===== src/rtl/pcb_pkg.sv =====
package pcb_pkg;
  localparam int INSTR_W = 16;
  localparam int SEG_W   = 4;
  localparam int OFF_W   = 12;
  localparam int RIDX_W  = 2;
  localparam int OPC_W   = 4;
  localparam int ADDR_W  = SEG_W + OFF_W;
  localparam int REG_W   = ADDR_W;

  // Field positions; the first instruction bit is the most significant one
  localparam int POS_TOP = INSTR_W - 1;
  localparam int CLS_HI  = INSTR_W - 2;
  localparam int CLS_LO  = INSTR_W - 3;
  localparam int OPC_HI  = INSTR_W - 4;
  localparam int OPC_LO  = OPC_HI - OPC_W + 1;
  localparam int FAR_BIT = OPC_LO - 1;
  localparam int RIDX_HI = FAR_BIT - 1;
  localparam int RIDX_LO = RIDX_HI - RIDX_W + 1;

  localparam logic [1:0] CLS_BRANCH = 2'b10;

  typedef enum logic [OPC_W-1:0] {
    BOP_ALWAYS = 4'd0,
    BOP_ZSET   = 4'd1,
    BOP_ZCLR   = 4'd2,
    BOP_CSET   = 4'd3,
    BOP_CCLR   = 4'd4
  } br_opc_e;

  typedef struct packed {
    logic              hit;
    logic [OPC_W-1:0]  opc;
    logic              far;
    logic [RIDX_W-1:0] ridx;
  } br_fields_t;
endpackage


===== src/rtl/pcb_decode.sv =====
module pcb_decode
  import pcb_pkg::*;
(
  input  logic [INSTR_W-1:0] instr,
  output br_fields_t         fields
);
  // low bits of a branch word carry nothing for this unit
  logic ign_unused;
  assign ign_unused = ^instr[RIDX_LO-1:0];

  always_comb begin
    fields.hit  = (instr[POS_TOP] == 1'b0) && (instr[CLS_HI:CLS_LO] == CLS_BRANCH);
    fields.opc  = instr[OPC_HI:OPC_LO];
    fields.far  = instr[FAR_BIT];
    fields.ridx = instr[RIDX_HI:RIDX_LO];
  end
endmodule


===== src/rtl/pcb_cond.sv =====
module pcb_cond
  import pcb_pkg::*;
(
  input  logic [OPC_W-1:0] opc,
  input  logic             zf,
  input  logic             cf,
  output logic             pass
);
  always_comb begin
    case (opc)
      BOP_ALWAYS: pass = 1'b1;
      BOP_ZSET:   pass = zf;
      BOP_ZCLR:   pass = ~zf;
      BOP_CSET:   pass = cf;
      BOP_CCLR:   pass = ~cf;
      default:    pass = 1'b0;
    endcase
  end
endmodule


===== src/rtl/pcb_addr_reg.sv =====
module pcb_addr_reg #(
  parameter int SEG_W = 4,
  parameter int OFF_W = 12,
  localparam int AW   = SEG_W + OFF_W
) (
  input  logic          clk,
  input  logic          rst,
  input  logic          step,
  input  logic          load,
  input  logic          load_seg,
  input  logic [AW-1:0] target,
  output logic [AW-1:0] addr
);
  logic [SEG_W-1:0] seg_q;
  logic [OFF_W-1:0] off_q;

  always_ff @(posedge clk) begin
    if (rst) begin
      seg_q <= '0;
      off_q <= '0;
    end else if (load) begin
      off_q <= target[OFF_W-1:0];
      if (load_seg) seg_q <= target[AW-1:OFF_W];
    end else if (step) begin
      off_q <= off_q + OFF_W'(1);
    end
  end

  assign addr = {seg_q, off_q};
endmodule


===== src/rtl/pcb_fetch_unit.sv =====
module pcb_fetch_unit
  import pcb_pkg::*;
(
  input  logic               clk,
  input  logic               rst,
  input  logic               adv,
  input  logic [INSTR_W-1:0] instr,
  input  logic               flag_z,
  input  logic               flag_c,
  output logic [RIDX_W-1:0]  rf_sel,
  input  logic [REG_W-1:0]   rf_data,
  output logic [ADDR_W-1:0]  fetch_addr,
  output logic               br_taken
);
  br_fields_t dec;
  logic       cond_ok;

  pcb_decode u_dec (
    .instr  (instr),
    .fields (dec)
  );

  pcb_cond u_cond (
    .opc  (dec.opc),
    .zf   (flag_z),
    .cf   (flag_c),
    .pass (cond_ok)
  );

  assign br_taken = adv & dec.hit & cond_ok;
  assign rf_sel   = dec.ridx;

  pcb_addr_reg #(
    .SEG_W (SEG_W),
    .OFF_W (OFF_W)
  ) u_areg (
    .clk      (clk),
    .rst      (rst),
    .step     (adv),
    .load     (br_taken),
    .load_seg (dec.far),
    .target   (rf_data[ADDR_W-1:0]),
    .addr     (fetch_addr)
  );
endmodule


===== config.mk =====
export PLATFORM = sky130hd
export DESIGN_NAME = pcb_fetch_unit
export DESIGN_NICKNAME = d
export VERILOG_FILES = /design/src/rtl/pcb_pkg.sv /design/src/rtl/pcb_decode.sv /design/src/rtl/pcb_cond.sv /design/src/rtl/pcb_addr_reg.sv /design/src/rtl/pcb_fetch_unit.sv
export SDC_FILE = /design/constraint.sdc
export NUM_CORES = 1
export LEC_CHECK = 0
export BUFFER_PORTS_ARGS = -buffer_cell sky130_fd_sc_hd__buf_2
export CAP_MARGIN = 20
export CORE_MARGIN = 3
export CORE_UTILIZATION = 46
export CTS_CLUSTER_DIAMETER = 50
export DETAILED_ROUTE_END_ITERATION = 16
export PLACE_DENSITY = 0.94
export SETUP_SLACK_MARGIN = 0.15
export SLEW_MARGIN = 5
export SYNTH_ARGS = -nofsm -noshare
export SYNTH_HDL_FRONTEND = slang
export SYNTH_HIERARCHICAL = 1
export SYNTH_SLANG_ARGS = --single-unit

===== constraint.sdc =====
create_clock -name clk -period 3.5 [get_ports clk]
set_input_delay 0.7 -clock clk [delete_from_list [all_inputs] [get_ports clk]]
set_output_delay 0.7 -clock clk [all_outputs]
set_load 0.02 [all_outputs]

## Word level (Yosys, flattened, before mapping)

Index checks and enable logic that the tools add are counted.

- Output and inout bits: 19
- Word-level logic and storage cells: 20
- Bits in registers: 16
- Input port bits: 37

- Reduce and logical (&&, ||, !) cells: 4
- $add $sub $neg: 1
- Equality and inequality tests: 5
- Bitwise logic cells: 5
- Multiplexer cells: 3

Operators by type and width:

| operator | count |
|---|---|
| $mux W12 | 2 |
| $add A12 B1 Y12 const B | 1 |
| $eq A4 B2 Y1 const B | 2 |
| $pmux W1 S5 | 1 |
| $eq A4 B1 Y1 const B | 1 |
| $eq A4 B3 Y1 const B | 1 |
| $logic_not A4 Y1 | 1 |
| $not A1 Y1 | 3 |
| $and A1 B1 Y1 | 2 |
| $eq A2 B2 Y1 const B | 1 |
| $reduce_and A2 Y1 | 1 |
| $reduce_bool A2 Y1 | 1 |
| $logic_and A1 B1 Y1 | 1 |

## Depth between registers and ports, before layout

Gate-level depths: netlist of the first run.

- Depth after elaboration: 5
- Gate-level depth with buffers: 9
- Mapped depth without buffers: 8

## Cells and area by module

The synthesis of the first run kept the hierarchy.

By module, submodules not included:

| module | instances | cells an instance | area an instance (µm²) | seq. area each (µm²) |
|---|---|---|---|---|
| pcb_addr_reg | 1 | 98 | 852.1 | 320.3 |
| pcb_decode | 1 | 8 | 65.1 | 0.0 |
| pcb_cond | 1 | 6 | 38.8 | 0.0 |
| pcb_fetch_unit | 1 | 1 | 6.3 | 0.0 |

## Worst setup path after synthesis of the first run

No wires, ideal clock.

- Kind: input -> output
- Start point: in instr[10]
- End point: out br_taken
- Arrival time: 1.474 ns
- Stages on the path: 5
- Buffers on the path: 1
- Setup slack: 1.326 ns
- Required time: 2.800 ns
- Cell sequence: buf_4 nor2b_1 a31oi_1 o31ai_2 and3_1

- Cells in the longest elaborated chain, start to end: 3
- Elaborated cells between the ends (all ways): 7
- Those cells by class: eq/ne (4); mux (1); bitwise (1); reduce/logical (1)

Ends and longest elaborated chain:

| element | line | RTL |
|---|---|---|
| start, declared | pcb_fetch_unit.sv:7 | `input logic [INSTR_W-1:0] instr,` |
| $eq A4 B3 Y1 (tied with other cells) | pcb_cond.sv:10 | `case (opc)` |
| $pmux W1 S5 (*) | pcb_cond.sv:10 |  |
| named net cond_ok | pcb_fetch_unit.sv:16 | `logic cond_ok;` |
| $and A1 B1 Y1 (*) | pcb_fetch_unit.sv:30 | `assign br_taken = adv & dec.hit & cond_ok;` |
| end, declared | pcb_fetch_unit.sv:13 | `output logic br_taken` |

The timed path passes the listed nets; every way through them passes the cells marked *.

## Final worst setup path of the first run

Ends and elaborated chain as after synthesis.

==> results of run 1 <==
routing by layer:
metal / track usage [%] / share of wire [%] / vias up
li1: - / - / 465
met1: 22.2 / 40 / 426
met2: 33.9 / 52 / 33
met3: 2.01 / 6.5 / 2
met4: 9.17 / 1.0 / 0
met5: 0 / 0 / -
tightest hold or removal path: stages (launching register included):
cell and delay [ps]:
dfxtp_1 320, nand2_1 50, a21oi_1 50
where the power goes:
part | leakage [nW] | internal (mW) | switching (mW) | total (mW)
Combinational | 0.386 | 0.0230 | 0.0259 | 0.0489
Sequential | 0.129 | 0.186 | 0.00545 | 0.191
Clock | 0.0210 | 0.0633 | 0.0575 | 0.121
stage by stage:
step	hold slack (ps)	setup WS [ps]	cell area, um2	cells	power, mW
2_1_floorplan	534	1330	962	113	0.229
3_3_place_gp	439	954	1140	171	0.242
3_5_place_dp	448	877	1140	171	0.244
4_1_cts	461	890	1170	175	0.365
5_1_grt	486	780	1170	175	0.377
6_report	469	890	1170	175	0.361
area by class of cell:
| cell class | instances | area share, % |
|---|---|---|
| Clock buffer | 4 | 3.09 |
| Sequential cell | 16 | 27.3 |
| Multi-Input combinational cell | 80 | 46.2 |
| Timing Repair Buffer | 45 | 19.2 |
| Inverter | 5 | 1.60 |
| Tap cell | 25 | 2.66 |
logic make-up after synthesis:
| logic type | after synthesis | share of synthesized area (%) |
|---|---|---|
| AOI/OAI and AO/OA | 20 | 13.5 |
| xor gates and xnor gates | 11 | 10.0 |
| adders and majority gates | 1 | 1.30 |
| buffers and inverters | 17 | 10.3 |
| DFF | 16 | 33.3 |
| muxes | 3 | 3.12 |
| and+or+nand+nor | 45 | 28.5 |
how the worst max path moves through the flow:
stage	start	end	slack [ps]
after floorplan	instr[10]	br_taken	1330
after global placement	instr[10]	u_areg/off_q[11]$_SDFFE_PP0P_	950
after detailed placement	instr[10]	u_areg/off_q[11]$_SDFFE_PP0P_	880
after CTS	instr[10]	br_taken	890
after global routing	instr[10]	br_taken	780
final	instr[10]	br_taken	890
sequential cells by signal, summed over array words and instances, names as in the netlist:
register and cells:
u_areg/off_q 12, u_areg/seg_q 4
cell usage in the layout (no fill, tap or decap), types with 2 or more instances in the layout:
cell	n
xor2_1	2
a21oi_1	10
clkbuf_4	3
xnor2_1	9
nor3_2	2
nand3_1	7
nor2_1	9
a211oi_1	3
o22ai_1	3
inv_1	5
nor3_1	3
nand4_2	3
buf_2	45
and3_1	2
dfxtp_1	16
mux2i_1	3
nand2_1	12
==> results.md, run 1 <==
- Status: completed
- Sink Count: 16
- Top-count cell post-synth: dfxtp_1
- Critical setup path kind: in -> out
- MaxCap Viol Count: 0
- Die W: between 50 and 60 um
- Final setup violation count: 0
- Dominant cell type by area after synthesis: dfxtp_1
- Cell family with most CP delay: simple AND/OR/NAND/NOR gates
- First-pass iteration count of the detailed router: 4
- # rows: 15
- Register area share after synthesis: between 30% and 40%
- Fin crit period: around 2600 ps
- Least-Margin Pin Slew: 486 ps
- Hold Vio Cnt, Final: 0
- Util after Layout: approximately 64%
- First-pass GRT wire length: 3820 um
- Max-slew headroom: 67.6%
- FF-to-FF End: u_areg/off_q[10]$_SDFFE_PP0P_
- Depth of the most critical reg-to-reg path: 5
- DR DRC count: 0
- Post-synth top flop: dfxtp_1
- DPL Wire Length: 1760 um
- Async SR Flop Fraction: 0%
- Syn nets: about 150
- Number of fill cells: approximately 170
- Cells along the critical path: buf_2 -> nor2b_1 -> a31oi_1 -> o31ai_2 -> and3_1 -> buf_2
- Worst vdd ir: about 0.19 mV
- CP Launch Type: input port
- Antenna Violating Nets Remaining: 0
- Area of the mapped netlist: slightly below 1000 um2
- Worst Hold Launch: u_areg/seg_q[0]$_SDFFE_PP0P_
- CTS tree: done
- Multi-input logic area: between 500 and 600 um2
- H-tree levels: 1
- Seq cells post-synth: 16
- WP buf/inv: 2
- Yosys warnings: 6
- Arr. time, crit path: roughly 1900 ps
- Register Area: 320 um2
- Clock buffer depth: 2
- Initial antenna violation count: 0
- Total global routing overflow: 0
- Full die area: around 2700 um2
- Peak Freq: between 0.3 and 0.4 GHz
- CTS Buf Count: 3
- # port buffers: between 40 and 50
- Quantity of gates resized following cts: 0
- Drt total wl: around 2300 um
- Req. time, crit path: ~2800 ps
- Iter 0 DRT Violations: 21
- Hold Path Class: reg -> reg
- RSZ-0062 raised after global routing: false
- Drt wl/cell: approximately 13 um
- Avg Synthesized Cell Area: about 8.5 um2
- Synth cell types: 31
- Hold Crit Depth: 2
- Final period util: 74.6%
- CTS root buf: clkbuf_4
- Crit end category: output pin
- Final nets: 189
- Vias in the first global route: 911
- Post-Synthesis Cells: 113
- Die Span Y: 51.7 um
- Initial Util: a little over half
- Fin. max-slew vios: 0
- Vias: ~900
- Hold Path End: u_areg/seg_q[0]$_SDFFE_PP0P_
- Clock transition at the registers of the reported paths: about 90 ps
- Static leakage: about 0.54 nW
- Top post-synthesis cells by area: dfxtp_1 33%, xnor2_1 8.2%, buf_4 5.5%, a21oi_1 5.2%, nand2_1 4.7%
- Total negative slack: 0 ps
- Crit Reg-Reg Startpoint: u_areg/off_q[0]$_SDFFE_PP0P_
- Area Growth Syn to Fin: 22.1%
- Post-detailed-route via-to-cell ratio: about 5.3
- Placer Congestion: about 0.84
- Layout Skew: between 0.4 and 0.5 ps
- Total GRT Usage: between 10% and 20%
- Largest stage delay on the critical path: 490 ps
- Yosys top cell area share: 33.3%
- Share of cells above drive strength 1: between 40% and 50%
- Synth top cells by count: 16 x dfxtp_1, 12 x nand2_1, 10 x a21oi_1, 9 x nor2_1, 9 x xnor2_1
- CP Max Fanout: 15
- Post-CTS setup buffer count: 0
- ANT cells: 0
- Most used cell, CP: buf_2
- Largest net degree at the start of global routing: 18
- PD cells: 307 nW/um2
- FF-to-FF setup slack: around 2000 ps
- EDFF count, synth: 0
- Crit path depth: 6
- I/O pin cnt: 56
- Worst-Skew Late Latency: 280 ps
- Placeable Area: around 1800 um2
- Cts hold-fix bufs: 0
- Slowest-stage cell, CP: and3_1
(Power assumes the default switching activity.)
==> run 2, diff against run 1 <==
- CORE_UTILIZATION: 46 -> 43
- PLACE_DENSITY: 0.94 -> 0.89
- clock period: 3.5 -> 2.7 ns (I/O delays scaled with it)
==> run 2 against run 1 <==
Effect of this change:
- routed wire length down 4.3%
- first-iteration DRC count down 43%
- sequential power up 30%
- worst hold slack worse by 8.7 ps
- final cell count up 2.3%
- critical path type unchanged
- largest power group unchanged
==> results.md, run 2 (synthesized netlist as in run 1, its figures left out) <==
- MaxCap Viol Count: 0 (unchanged)
- Grt peak-use layer: met2 (unchanged)
- Total GRT Usage: 15.9% (was 18.9%)
- Worst vdd ir: 0.214 mV (was 0.190 mV)
- Cts hold-fix bufs: 0 (unchanged)
- Fin crit period: roughly 2000 ps
- Drt total wl: 2160 um (was 2260 um)
- Worst-Skew Late Latency: 280 ps (about the same)
- Most common cell after layout, fill and taps aside: buf_2 (unchanged)
- Fin. max-slew vios: 0 (unchanged)
- Vias: 930 (was 926)
- Drt wl/cell: 12.1 um (was 12.9 um)
- Placeable Area: 2040 um2 (was 1840 um2)
- H-tree levels: 1 (unchanged)
- Area Growth Syn to Fin: 23.9% (was 22.1%)
- ANT cells: 0 (unchanged)
- Post-CTS setup buffer count: 0 (unchanged)
- Crit end category: output pin (unchanged)
- Share of cells above drive strength 1: 40.8% (was 40.0%)
- # rows: 16 (was 15)
- Final nets: 191 (was 189)
- Post-detailed-route via-to-cell ratio: 5.20 (was 5.29)
- Met1 GRT Util: 18.1% (was 22.2%)
- Full die area: 2840 um2 (was 2680 um2)
- CP Max Fanout: 7 (was 15)
- Largest stage delay on the critical path: 320 ps (was 490 ps)
- RSZ-0062 raised after global routing: false (unchanged)
- Most used cell, CP: buf_2 (unchanged)
- Clock buffer depth: 2 (unchanged)
- DR DRC count: 0 (unchanged)
- Least-Margin Pin Slew: 310 ps (was 486 ps)
- Largest register FFs: 12 (unchanged)
- Vias in the first global route: 859 (was 911)
- Cell family with most CP delay: simple AND/OR/NAND/NOR gates (unchanged)
- Final period util: ~76%
- Final setup violation count: 0 (unchanged)
- Sink Count: 16 (unchanged)
- First-pass GRT wire length: 3410 um (was 3820 um)
- Placer Congestion: 0.822 (was 0.844)
- Die W: 53.3 um (was 51.7 um)
- PD cells: 391 nW/um2 (was 307 nW/um2)
- Largest net degree at the start of global routing: 18 (unchanged)
- Met3 usage: 3.10% (was 2.01%)
- Grt met2 use: 28.6% (was 33.9%)
- Total negative slack: 0 ps (unchanged)
- Antenna Violating Nets Remaining: 0 (unchanged)
- # port buffers: 45 (unchanged)
- Biggest regs: u_areg/off_q (12), u_areg/seg_q (4) (unchanged)
- Status: completed (unchanged)
- Iter 0 DRT Violations: 12 (was 21)
- Req. time, crit path: 2160 ps (was 2800 ps)
- Cells along the critical path: buf_2 -> nor2b_1 -> a31oi_1 -> o31ai_2 -> and3_1 -> buf_2 (unchanged)
- Critical setup path kind: in -> out (unchanged)
- Arr. time, crit path: 1500 ps (was 1910 ps)
- Clock transition at the registers of the reported paths: 90 ps (about the same)
- WP buf/inv: 2 (unchanged)
- CTS root buf: clkbuf_4 (unchanged)
- First-pass iteration count of the detailed router: 4 (unchanged)
- I/O pin cnt: 56 (unchanged)
- Static leakage: 0.546 nW (was 0.536 nW)
- Max-slew headroom: 79.4% (was 67.6%)
- Layout Skew: 3.28 ps (was 0.406 ps)
- CTS Buf Count: 3 (unchanged)
- Slowest-stage cell, CP: and3_1 (unchanged)
- Initial Util: 47.1% (was 52.3%)
- CTS tree: done (unchanged)
- Total global routing overflow: 0 (unchanged)
- Most frequent cells in the layout: 45 x buf_2, 16 x dfxtp_1, 12 x nand2_1 (unchanged)
- Final setup margin: 658 ps (was 890 ps)
- Hold Vio Cnt, Final: 0 (unchanged)
- Die Span Y: 53.3 um (was 51.7 um)
- Dpl ws: 653 ps (was 877 ps)
- Hold Path Class: reg -> reg (unchanged)
- Quantity of gates resized following cts: 0 (unchanged)
- Top reg by flops: u_areg/off_q (unchanged)
- DPL Wire Length: 1780 um (was 1760 um)
- Peak Freq: 0.490 GHz
- CP Launch Type: input port (unchanged)
- Initial antenna violation count: 0 (unchanged)
## run 2: cell types whose count changed in the layout (fill, tap and decap cells not counted), sizes merged
cell | before | now
buf | 45 | 47
## run 2: routing by layer
metal | part of all wire [%] | up-vias
li1 | - | 465
met1 | 38 | 425
met2 | 53 | 38
met3 | 7.9 | 2
met4 | 1.0 | 0
met5 | 0 | -
## run 2: worst reg2reg max path: stages, from the launching register on
cell and delay (ps):
dfxtp_1 440, ha_1 240, nand4_2 170, nor4_4 270
xnor2_1 110, a211oi_2 200
## run 2: path summary, 6_finish.rpt
path	start	endpoint	slack, ps	depth (start not counted)
min reg2reg	u_areg/seg_q[3]$_SDFFE_PP0P_	u_areg/seg_q[3]$_SDFFE_PP0P_	460	2
max reg2reg	u_areg/off_q[0]$_SDFFE_PP0P_	u_areg/off_q[10]$_SDFFE_PP0P_	1200	5
min	u_areg/seg_q[3]$_SDFFE_PP0P_	u_areg/seg_q[3]$_SDFFE_PP0P_	460	2
max	instr[10]	br_taken	660	6
## run 2: stage by stage
stage	utilization, %	instance area (um2)	hold WS, ps	instances	total power [mW]
final	58.4	1190	460	179	0.466
after global routing	58.4	1190	496	179	0.488
after global placement	56.6	1160	440	175	0.314
after detailed placement	56.6	1160	445	175	0.317
after floorplan	-	962	534	113	0.297
after CTS	58.4	1190	458	179	0.474
## run 2: area by class of cell
class	count	area [um2]
clock buffer	4	36.3
fill	195	850
inverter	5	18.8
multi-input combinational	80	543
sequential	16	320
tap	27	33.8
timing repair buffer	47	240
## run 2: power by group
group          internal, mW  total, mW  switching, mW
Sequential            0.241      0.248        0.00721
Clock                0.0819      0.155         0.0728
Combinational        0.0302     0.0634         0.0332
==> run 3, diff against run 2 <==
- clock period: 2.7 -> 1.9 ns (I/O delays scaled with it)
==> run 3 against run 2 <==
Effect of this change:
- setup slack got worse by 400 ps
- critical endpoint unchanged
- design area rose by 2.3%
- combinational power rose by 45%
- via count rose by 0.75%
- clock-buffer cell count did not move
- routed wire length rose by 7.8%
- core utilization rose by 1.3 points
- clock skew fell by 2.5 ps
- flip-flop and latch count did not move
==> results.md, run 3 (synthesized netlist as in run 1, its figures left out) <==
- Status: completed (unchanged)
- Largest register FFs: 12 (unchanged)
- CP Max Fanout: 4 (was 7)
- Die W: 53.3 um (unchanged)
- Req. time, crit path: 1520 ps (was 2160 ps)
- CP Launch Type: input port (unchanged)
- I/O pin cnt: 56 (unchanged)
- Final nets: 194 (was 191)
- Cts hold-fix bufs: 0 (unchanged)
- Fin. max-slew vios: 0 (unchanged)
- ANT cells: 0 (unchanged)
- CTS Buf Count: 3 (unchanged)
- Arr. time, crit path: 1260 ps (was 1500 ps)
- Die Span Y: 53.3 um (unchanged)
- DPL Wire Length: 1860 um (was 1780 um)
- Crit Reg-Reg Startpoint: u_areg/off_q[0]$_SDFFE_PP0P_ (unchanged)
- Most frequent cells in the layout: 45 x buf_2, 16 x dfxtp_1, 12 x nand2_1 (unchanged)
- Top reg by flops: u_areg/off_q (unchanged)
- Placed cell areas: 1160 um2 (about the same)
- PD cells: 552 nW/um2 (was 391 nW/um2)
- Max-slew headroom: 80.3% (was 79.4%)
- Layout Skew: 0.758 ps (was 3.28 ps)
- Worst Setup SP: instr[10] (unchanged)
- Placeable Area: 2040 um2 (unchanged)
- Final Instance Area: 1220 um2 (was 1190 um2)
- Full die area: 2840 um2 (unchanged)
- Critical setup path kind: in -> out (unchanged)
- Hold Path Class: in -> reg (was reg -> reg)
- Fin crit period: 1640 ps
- Worst vdd ir: 0.283 mV (was 0.214 mV)
- Crit end category: output pin (unchanged)
- Final period util: a little under nine tenths
- Static leakage: 0.559 nW (was 0.546 nW)
- Dpl cells: 176 (was 175)
- Total power: 673 uW (was 466 uW)
- Initial antenna violation count: 0 (unchanged)
- Least-Margin Pin Slew: 295 ps (was 310 ps)
- Util after Layout: 59.7% (was 58.4%)
- # rows: 16 (unchanged)
- Vias: 937 (was 930)
- Number of fill cells: 209 (was 195)
- Drt total wl: 2330 um (was 2160 um)
- Peak Freq: around 0.61 GHz
- Worst Hold Launch: rf_data[4] (was u_areg/seg_q[3]$_SDFFE_PP0P_)
- # port buffers: 45 (unchanged)
- Total global routing overflow: 0 (unchanged)
- Total negative slack: 0 ps (unchanged)
- Clock buffer depth: 2 (unchanged)
- Vias in the first global route: 896 (was 859)
- H-tree levels: 1 (unchanged)
- Post-detailed-route via-to-cell ratio: 5.15 (was 5.20)
- Sink Count: 16 (unchanged)
- Post-route non-filler standard cell count: 182 (was 179)
- Most common cell after layout, fill and taps aside: buf_2 (unchanged)
- CTS tree: done (unchanged)
- Share of cells above drive strength 1: 42.6% (was 40.8%)
- Initial Util: 47.1% (unchanged)
- MaxCap Viol Count: 0 (unchanged)
- First-pass GRT wire length: 3730 um (was 3410 um)
- Antenna Violating Nets Remaining: 0 (unchanged)
- Hold Vio Cnt, Final: 0 (unchanged)
- Drt wl/cell: 12.8 um (was 12.1 um)
- Iter 0 DRT Violations: 18 (was 12)
- First-pass iteration count of the detailed router: 4 (unchanged)
- Largest net degree at the start of global routing: 18 (unchanged)
- Total GRT Usage: 17.6% (was 15.9%)
- Biggest regs: u_areg/off_q (12), u_areg/seg_q (4) (unchanged)
- Clock transition at the registers of the reported paths: 100 ps (was 90 ps)
- Final setup violation count: 0 (unchanged)
- RSZ-0062 raised after global routing: false (unchanged)
- CTS root buf: clkbuf_4 (unchanged)
- Placer Congestion: 0.809 (was 0.822)
- Worst-Skew Late Latency: 280 ps (about the same)
- DR DRC count: 0 (unchanged)
- Area Growth Syn to Fin: 26.8% (was 23.9%)
## run 3: metrics by stage
| step | worst slack [ps] | hold WS, ps |
|---|---|---|
| global placement | 143 | 448 |
| finish | 260 | 319 |
| detailed placement | 81.7 | 450 |
| floorplan | 163 | 523 |
| global route | 195 | 328 |
| CTS | 176 | 312 |
## run 3: worst max-delay path: stages
cell and delay [ps]:
buf_2 110, nor2b_1 120, a31oi_1 70, o31ai_2 180, and3_4 230, buf_2 160
## run 3: what timing repair did
action                                  CTS  global route
setup buffers                             0             2
gates resized for setup                   1             0
endpoints found under the setup margin    1             1
pin swaps                                 0             1
endpoints found under the hold margin     0             0
## run 3: area by class of cell
cell class	count	area (um2)	share of cell area (%)
Multi-Input combinational cell	80	548	44.9
Clock buffer	4	36.3	2.97
Timing Repair Buffer	50	263	21.5
Tap cell	27	33.8	2.77
Sequential cell	16	320	26.3
Inverter	5	18.8	1.54
## run 3: metal layers
layer | share of wire, % | global-route usage (%) | wire, um | vias up
met2 | 52 | 34.1 | 1210 | 32
met3 | 6.4 | 2.54 | 149 | 0
met5 | 0 | 0 | 0 | -
li1 | - | - | - | 476
met1 | 42 | 19.2 | 974 | 429
met4 | 0 | 5.11 | 0 | 0
## run 3: path summary, 6_finish.rpt
kind,to,slack (ps),cells past startpoint
setup / recovery,br_taken,260,6
hold / removal,u_areg/off_q[4]$_SDFFE_PP0P_,320,3
setup reg to reg,u_areg/off_q[6]$_SDFFE_PP0P_,430,5
hold reg to reg,u_areg/seg_q[0]$_SDFFE_PP0P_,460,2
## run 3: report_power, final
group / total (mW) / switching [mW] / internal [mW]
logic: 0.0919 / 0.0481 / 0.0438
clock network: 0.229 / 0.112 / 0.117
registers: 0.353 / 0.0104 / 0.342
